===== config.mk =====
export PLATFORM = sky130hd
export DESIGN_NAME = sram_lane_ctrl
export DESIGN_NICKNAME = d
export VERILOG_FILES = /design/src/rtl/sram_lane_pkg.sv /design/src/rtl/sram_phase_timer.sv /design/src/rtl/sram_lane_slice.sv /design/src/rtl/sram_lane_ctrl.sv
export SDC_FILE = /design/constraint.sdc
export NUM_CORES = 1
export LEC_CHECK = 0
export CAP_MARGIN = 20
export CORE_ASPECT_RATIO = 1.1
export CORE_MARGIN = 10
export CORE_UTILIZATION = 30
export CTS_CLUSTER_SIZE = 16
export DETAILED_ROUTE_END_ITERATION = 7
export PLACE_DENSITY = 0.62
export SYNTH_ARGS = -nofsm -noshare
export SYNTH_HDL_FRONTEND = slang
export SYNTH_SLANG_ARGS = --single-unit
export TNS_END_PERCENT = 20

===== constraint.sdc =====
create_clock -name clk -period 2.8 [get_ports clk]
set_input_delay 0.84 -clock clk [delete_from_list [all_inputs] [get_ports clk]]
set_output_delay 0.84 -clock clk [all_outputs]
set_load 0.1 [all_outputs]

===== src/rtl/sram_lane_pkg.sv =====
package sram_lane_pkg;

  typedef enum logic [2:0] {
    ST_IDLE,
    ST_RD_SETUP,
    ST_RD_WAIT,
    ST_RD_CAPT,
    ST_WR_SETUP,
    ST_WR_PULSE,
    ST_WR_HOLD,
    ST_RECOVER
  } ctrl_state_e;

  // whole cycles covering a time limit, rounded up
  function automatic int ps_to_cyc(input int t_ps, input int clk_ps);
    return (t_ps + clk_ps - 1) / clk_ps;
  endfunction

  function automatic int max2(input int a, input int b);
    return (a > b) ? a : b;
  endfunction

endpackage


===== src/rtl/sram_phase_timer.sv =====
module sram_phase_timer #(
  parameter int CNT_W = 4
) (
  input  logic             clk,
  input  logic             rst,
  input  logic             load,
  input  logic [CNT_W-1:0] load_val,
  output logic             expired
);

  logic [CNT_W-1:0] cnt;

  always_ff @(posedge clk) begin
    if (rst) begin
      cnt <= '0;
    end else if (load) begin
      cnt <= load_val;
    end else if (cnt != '0) begin
      cnt <= cnt - 1'b1;
    end
  end

  assign expired = (cnt == '0);

endmodule


===== src/rtl/sram_lane_slice.sv =====
module sram_lane_slice #(
  parameter int LANE_W = 8
) (
  input  logic              clk,
  input  logic              rst,
  input  logic              sel_in,
  input  logic              acc_start,
  input  logic              wr_start,
  input  logic              wr_end,
  input  logic              acc_end,
  input  logic              capture,
  input  logic [LANE_W-1:0] wbyte,
  input  logic [LANE_W-1:0] dq_in,
  output logic              ce_n,
  output logic              we_n,
  output logic [LANE_W-1:0] dq_out,
  output logic [LANE_W-1:0] rbyte
);

  logic sel_q;

  always_ff @(posedge clk) begin
    if (rst) begin
      sel_q  <= 1'b0;
      ce_n   <= 1'b1;
      we_n   <= 1'b1;
      dq_out <= '0;
      rbyte  <= '0;
    end else begin
      if (acc_start) begin
        sel_q  <= sel_in;
        ce_n   <= ~sel_in;
        dq_out <= wbyte;
      end
      if (acc_end) ce_n <= 1'b1;
      if (wr_start) we_n <= ~sel_q;
      if (wr_end) we_n <= 1'b1;
      if (capture) rbyte <= sel_q ? dq_in : '0;
    end
  end

endmodule


===== src/rtl/sram_lane_ctrl.sv =====
module sram_lane_ctrl
  import sram_lane_pkg::*;
#(
  parameter int CLK_PS      = 10000,
  parameter int ADDR_W      = 19,
  parameter int LANES       = 4,
  parameter int LANE_W      = 8,
  parameter int T_RD_PS     = 25000,
  parameter int T_WRLOW_PS  = 20000,
  parameter int T_DSETUP_PS = 15000,
  parameter int T_DHOLD_PS  = 2000,
  parameter int T_WRHIGH_PS = 5000,
  parameter int T_CYCLE_PS  = 25000
) (
  input  logic                     clk,
  input  logic                     rst,
  input  logic                     req_valid,
  output logic                     req_ready,
  input  logic [ADDR_W-1:0]        req_addr,
  input  logic                     req_write,
  input  logic [LANES-1:0]         req_mask,
  input  logic [LANES*LANE_W-1:0]  req_wdata,
  output logic                     rsp_valid,
  output logic [LANES*LANE_W-1:0]  rsp_rdata,
  output logic [ADDR_W-1:0]        mem_addr,
  output logic [LANES-1:0]         mem_ce_n,
  output logic [LANES-1:0]         mem_we_n,
  output logic                     mem_oe_n,
  output logic [LANES*LANE_W-1:0]  mem_dq_out,
  input  logic [LANES*LANE_W-1:0]  mem_dq_in,
  output logic                     mem_dq_oe
);

  localparam int RD_CYC   = max2(ps_to_cyc(T_RD_PS, CLK_PS), 3);
  localparam int WP_CYC   = max2(max2(ps_to_cyc(T_WRLOW_PS, CLK_PS),
                                      ps_to_cyc(T_DSETUP_PS, CLK_PS)), 1);
  localparam int HOLD_CYC = max2(ps_to_cyc(T_DHOLD_PS, CLK_PS), 1);
  localparam int CYC_MIN  = ps_to_cyc(T_CYCLE_PS, CLK_PS);
  localparam int REC_CYC  = max2(max2(ps_to_cyc(T_WRHIGH_PS, CLK_PS), 1),
                                 max2(CYC_MIN - RD_CYC,
                                      CYC_MIN - (1 + WP_CYC + HOLD_CYC)));
  localparam int MAX_CYC  = max2(max2(RD_CYC, WP_CYC), max2(HOLD_CYC, REC_CYC));
  localparam int CNT_W    = $clog2(MAX_CYC + 1);

  localparam logic [CNT_W-1:0] RW_LOAD   = CNT_W'(RD_CYC - 3);
  localparam logic [CNT_W-1:0] WP_LOAD   = CNT_W'(WP_CYC - 1);
  localparam logic [CNT_W-1:0] HOLD_LOAD = CNT_W'(HOLD_CYC - 1);
  localparam logic [CNT_W-1:0] REC_LOAD  = CNT_W'(REC_CYC - 1);

  ctrl_state_e state;
  logic        fire, wr_start, wr_end, capture, acc_end;
  logic        t_load, t_expired;
  logic [CNT_W-1:0] t_val;

  assign fire     = req_valid & req_ready;
  assign wr_start = (state == ST_WR_SETUP);
  assign wr_end   = (state == ST_WR_PULSE) & t_expired;
  assign capture  = (state == ST_RD_CAPT);
  assign acc_end  = capture | ((state == ST_WR_HOLD) & t_expired);

  always_comb begin
    t_load = 1'b0;
    t_val  = '0;
    if (state == ST_RD_SETUP) begin
      t_load = 1'b1;
      t_val  = RW_LOAD;
    end else if (wr_start) begin
      t_load = 1'b1;
      t_val  = WP_LOAD;
    end else if (wr_end) begin
      t_load = 1'b1;
      t_val  = HOLD_LOAD;
    end else if (acc_end) begin
      t_load = 1'b1;
      t_val  = REC_LOAD;
    end
  end

  sram_phase_timer #(.CNT_W(CNT_W)) u_timer (
    .clk      (clk),
    .rst      (rst),
    .load     (t_load),
    .load_val (t_val),
    .expired  (t_expired)
  );

  always_ff @(posedge clk) begin
    if (rst) begin
      state     <= ST_IDLE;
      req_ready <= 1'b1;
      rsp_valid <= 1'b0;
      mem_addr  <= '0;
      mem_oe_n  <= 1'b1;
      mem_dq_oe <= 1'b0;
    end else begin
      rsp_valid <= capture;
      unique case (state)
        ST_IDLE: begin
          if (fire) begin
            req_ready <= 1'b0;
            mem_addr  <= req_addr;
            mem_oe_n  <= req_write;
            state     <= req_write ? ST_WR_SETUP : ST_RD_SETUP;
          end
        end
        ST_RD_SETUP: state <= ST_RD_WAIT;
        ST_RD_WAIT:  if (t_expired) state <= ST_RD_CAPT;
        ST_RD_CAPT: begin
          mem_oe_n <= 1'b1;
          state    <= ST_RECOVER;
        end
        ST_WR_SETUP: begin
          mem_dq_oe <= 1'b1;
          state     <= ST_WR_PULSE;
        end
        ST_WR_PULSE: if (t_expired) state <= ST_WR_HOLD;
        ST_WR_HOLD: begin
          if (t_expired) begin
            mem_dq_oe <= 1'b0;
            state     <= ST_RECOVER;
          end
        end
        ST_RECOVER: begin
          if (t_expired) begin
            req_ready <= 1'b1;
            state     <= ST_IDLE;
          end
        end
        default: state <= ST_IDLE;
      endcase
    end
  end

  for (genvar g = 0; g < LANES; g++) begin : g_lane
    sram_lane_slice #(.LANE_W(LANE_W)) u_lane (
      .clk       (clk),
      .rst       (rst),
      .sel_in    (req_mask[g]),
      .acc_start (fire),
      .wr_start  (wr_start),
      .wr_end    (wr_end),
      .acc_end   (acc_end),
      .capture   (capture),
      .wbyte     (req_wdata[g*LANE_W +: LANE_W]),
      .dq_in     (mem_dq_in[g*LANE_W +: LANE_W]),
      .ce_n      (mem_ce_n[g]),
      .we_n      (mem_we_n[g]),
      .dq_out    (mem_dq_out[g*LANE_W +: LANE_W]),
      .rbyte     (rsp_rdata[g*LANE_W +: LANE_W])
    );
  end

endmodule


Word level (Yosys, flattened, before mapping). Cells that the tools add are included. W data, S select, Z words.

Add/sub/neg operators: 1. Divide/modulo/power cells: 0. Shift-type cells: 0. Bitwise gates (word level): 12. Magnitude comparators: 0. Mux-type cells: 26. Reduce and logical (&&, ||, !) cells: 14. Equality and inequality tests: 12. $mul: 0.

Operator list (count): $mux W8 (4); $pmux W3 S8 (1); $mux W3 (6); $eq A3 B3 Y1 const B (4); $mux W1 (10); $ne A2 B2 Y1 const B (5); $reduce_bool A2 Y1 (5); $not A1 Y1 (8); $eq A3 B2 Y1 const B (2); $pmux W1 S2 (3); $reduce_and A2 Y1 (3); $reduce_and A5 Y1 (1); $mux W2 (2); $reduce_or A2 Y1 (2); $and A1 B1 Y1 (3); $eq A3 B1 Y1 const B (1); $logic_not A3 Y1 (1); $reduce_and A3 Y1 (1); $logic_not A2 Y1 (1); $sub A2 B1 Y2 const B (1); $or A1 B1 Y1 (1).

Memory bits (writable): 0. Latch bits: 0. ROM bits: 0. Word-level logic and storage cells: 92. Memories: 0. Register bits after elaboration: 104. Output and inout port bits: 95.

Logic depth before layout (Yosys ltp).
Depth in word-level cells: 8. Depth in mapped cells: 6. Mapped depth without buffers: 5.

Hierarchy. A second synthesis with hierarchy kept.

Cells, all modules: 441. Area, all modules: 4494.3 um^2.

By module, submodules not included: sram_lane_slice (cells each 74, instances 4, seq. area each 380.4 um^2, area an instance 804.5 um^2); sram_lane_ctrl (cells each 133, instances 1, seq. area each 520.5 um^2, area an instance 1154.9 um^2); sram_phase_timer (cells each 12, instances 1, seq. area each 40.0 um^2, area an instance 121.4 um^2).

Least setup slack after synthesis. Ideal clock, no wire load.

Path kind: flip-flop to flip-flop. Start: register req_ready. End: register mem_addr[0]. Path buffers: 2. Library setup time: 72 ps. Setup slack: 883 ps. Cell stages (with the launch flop): 6. Data required time: 2728 ps. Arrival time: 1845 ps. Cells stage by stage: dfxtp_1 > and2_1 > and3_1 > buf_2 > buf_6 > mux2i_1.

Cells in the longest elaborated chain, start to end: 2.

RTL lines: start: declaration (RTL line sram_lane_ctrl.sv:18) `output logic req_ready,`; start signal: assignment (RTL line sram_lane_ctrl.sv:90) `req_ready <= 1'b1;`; start signal: assignment (RTL line sram_lane_ctrl.sv:100) `req_ready <= 1'b0;`; start signal: assignment (RTL line sram_lane_ctrl.sv:125) `req_ready <= 1'b1;`; $and A1 B1 Y1 (RTL line sram_lane_ctrl.sv:55) `assign fire = req_valid & req_ready;`; $reduce_and A2 Y1 (no line); end signal: assignment (RTL line sram_lane_ctrl.sv:101) `mem_addr <= req_addr;`; end: declaration (RTL line sram_lane_ctrl.sv:25) `output logic [ADDR_W-1:0] mem_addr,`.

No other way between the ends. A chain may end at the register's enable or synchronous reset.

Worst setup path in the final report.
Start: input port req_valid. End: register mem_addr[13].

Cells in the longest elaborated chain, start to end: 2.

RTL lines: start: declaration (RTL line sram_lane_ctrl.sv:17) `input logic req_valid,`; $and A1 B1 Y1 (RTL line sram_lane_ctrl.sv:55); $reduce_and A2 Y1 (no line).

No other way between the ends.

==> flow_summary.toml <==
[power]
seqPwrFrac_pct = 38.6
powerDensity_nw_per_um2 = 750
p_leak_uw = 0.00247
combPwrFrac_pct = 32.5
power.internal_uw = 2750
p_sw_share_pct = 37.6
p_clk_share_pct = 28.8
ir_drop_mv = 0.403
switching_power_uw = 1650

[clock_tree]
cts_resized = 0
cts_buffers = 9
cts.sinks = 104
hold_buffers = 0
clk_pin_slew_worst_paths_ns = 0.07
root_buffer = "clkbuf_16"
clock_path_buffers = 2
cts_tree = "done"
htreeDepth = 3
insertion_delay_ns = 0.33
cts_setup_buffers = 0

[timing]
rsz0062_at_grt = "false"
fin_crit_ns = 1.96
fin_crit_sh_pct = 69.9
max_slew_margin_pct = 66.4
hold_violations = 0
drv_slew = 0
finalSetupViolations = 0
tightest_slew_ns = 0.503
finalClockSkew_ns = 0.00547
fmax_mhz = 511
final.setup.tns_ns = 0

[setup_path]
rr_endpoint = "g_lane[2].u_lane.rbyte[4]"
crit_buf_inv = 2
rr_worst_depth = 3
max_stage_delay_ns = 0.56
cpMaxStageDelayCell = "clkdlybuf4s50_1"
required_ns = 3.06
cp_max_fo = 19
worst-path-stages = 5
path_class = "in -> reg"
r2r_slack_ns = 1.10
crit_chain = "clkdlybuf4s50_1 -> and2_1 -> and3_1 -> buf_12 -> mux2i_1"
crit_path_start_kind = "primary input"
path_delay_family = "buffers and inverters"
arrival_ns = 2.22
worst_setup_path_end_kind = "flip-flop"
r2r-start = "state[0]"

[finish]
drive_gt1_share_pct = 21.6
stdcell_count = 739
area_delta_synth_final_pct = 49.8
final_nets = 669
diodes = 0

[detailed_routing]
ant_nets = 0
firstDrtPassIters = 5
routed_wl_um = 11900
drc = 0
vias = 3431
vias_per_cell = 4.64
wl_per_cell_um = 16.1
dr.first_iter.drc_count = 128

[placed_design]
port-buffer-count = 185
hpwl_um = 9150
dp_cells = 723
gp_congestion = 0.774

[hold_path]
whs_path_depth = 2
hold_start = "g_lane[1].u_lane.dq_out[6]"
holdPathEnd = "g_lane[1].u_lane.dq_out[6]"
worstHoldPathType = "reg -> reg"

[grt]
antenna_found_initial = 0
grt_util_all_layers_pct = 12.6
overflow = 0
grt_pass1_wl_um = 18500
grt_pass1_vias = 3425
grt_max_degree = 43

[synthesis]
synth.net_count = 505
synth_top_area_share_pct = 53.1
yosysSeqAreaShare_pct = 53.1
synth_cells = 413
syn_area_um2 = 3920
synth-edff-count = 0
async_reset_ff_share_pct = 0
synthFlopType = "dfxtp_1"
ys_ff_latch = 104
synth_area_leaders = "dfxtp_1 (53%), nand2_1 (7.8%), a22o_1 (7.2%), nand2b_1 (6.5%), a21oi_1 (5.1%)"
postSynthAreaPerCell_um2 = 9.49
ys_types = 36
yosysWarnings = 0
synth_top_cell_by_area = "dfxtp_1"

[die]
rows = 43
die_width_um = 129
start_util_pct = 30.9
die_h_um = 140
ios = 186
core_area_um2 = 12700
die_area_um2 = 18000

[status]
outcome = "finished clean"

[run]
maxCapViolations = 0
-- flip-flops by register name, summed over array words and instances, names as in the netlist --
register	count
g_lane.u_lane.ce_n	4
g_lane.u_lane.dq_out	32
g_lane.u_lane.rbyte	32
g_lane.u_lane.sel_q	4
g_lane.u_lane.we_n	4
mem_addr	19
mem_dq_oe	1
mem_oe_n	1
req_ready	1
rsp_valid	1
state	3
u_timer.cnt	2
-- cell families after synthesis --
kind of cell             synth area share (%)
AO/OA/AOI/OAI                            17.0
adder cells (fa/ha/maj)                 0.319
buffers and inverters                    6.55
flip-flops                               53.1
multiplexers                             5.11
AND/OR/NAND/NOR                          17.9
-- cell type report --
type | count | area [um^2]
tap | 157 | 196
clock buffer | 11 | 253
fill | 1210 | 6830
sequential | 104 | 2080
multi-input combinational | 263 | 1580
timing repair buffer | 193 | 1680
clock inverter | 5 | 53.8
inverter | 6 | 22.5
-- cells in the final DEF, fill, tap and decap left out, types with 5 or more instances in the layout --
master and count:
nand2b_1 41, nand2_1 81, a22o_1 32, a21oi_1 40, clkdlybuf4s50_1 89, buf_4 102
nor2_1 7, mux2i_1 20, o21ai_0 5, clkbuf_16 9, dfxtp_1 104, o211ai_1 7
-- power by group through the flow --
stage / registers, uW / clock network, uW / logic (uW)
after floorplan: 2300 / 0 / 516
after global placement: 1730 / 0 / 1430
after detailed placement: 1730 / 0 / 1440
after CTS: 1700 / 1320 / 1440
after global routing: 1720 / 1370 / 1510
final: 1700 / 1270 / 1430
-- how the worst max path moves through the flow --
stage,from,to,slack (ns)
4_1_cts,req_ready,req_ready,0.82
3_3_place_gp,req_valid,mem_addr[12],0.53
5_1_grt,req_valid,mem_addr[3],0.74
2_1_floorplan,req_ready,mem_addr[0],0.88
6_report,req_valid,mem_addr[13],0.84
3_5_place_dp,req_valid,mem_addr[6],0.48
-- worst reg2reg max path: cells and delay by family (launching register included) --
| kind | cells | cell delay (ns) |
|---|---|---|
| simple gates | 2 | 0.81 |
| flops | 1 | 0.63 |
| compound gates | 1 | 0.21 |
-- through the flow --
step                      worst slack [ns]  power [uW]  util, %  hold slack [ns]  cell area [um^2]
final                                0.841        4400     46.2            0.454              5870
after global routing                 0.739        4600     46.2            0.478              5870
after CTS                            0.820        4470     46.2            0.456              5870
after detailed placement             0.476        3180     43.8            0.447              5560
after global placement               0.532        3160     43.8            0.444              5560
after floorplan                      0.883        2810        -            0.444              3920
-- cell usage after synthesis (all sizes together) (2+ instances only) --
cell and number:
and3 2, a22o 32, dfxtp 104, nor2 7, nand4 2, o211ai 7, mux2i 20, nand3 3
nand2b 41, inv 6, a31oi 3, a21oi 40, nand2 81, and2 5, o21ai 6, a211o 2
buf 35, clkbuf 5
-- layer usage --
metal  part of all wire [%]  global-route usage [%]  vias up
li1                       -                       -     1724
met1                     43                    15.2     1579
met2                     46                    20.0      123
met3                     10                    5.70        5
met4                   0.51                    2.70        0
met5                      0                       0        -
(Power assumes the default switching activity.)
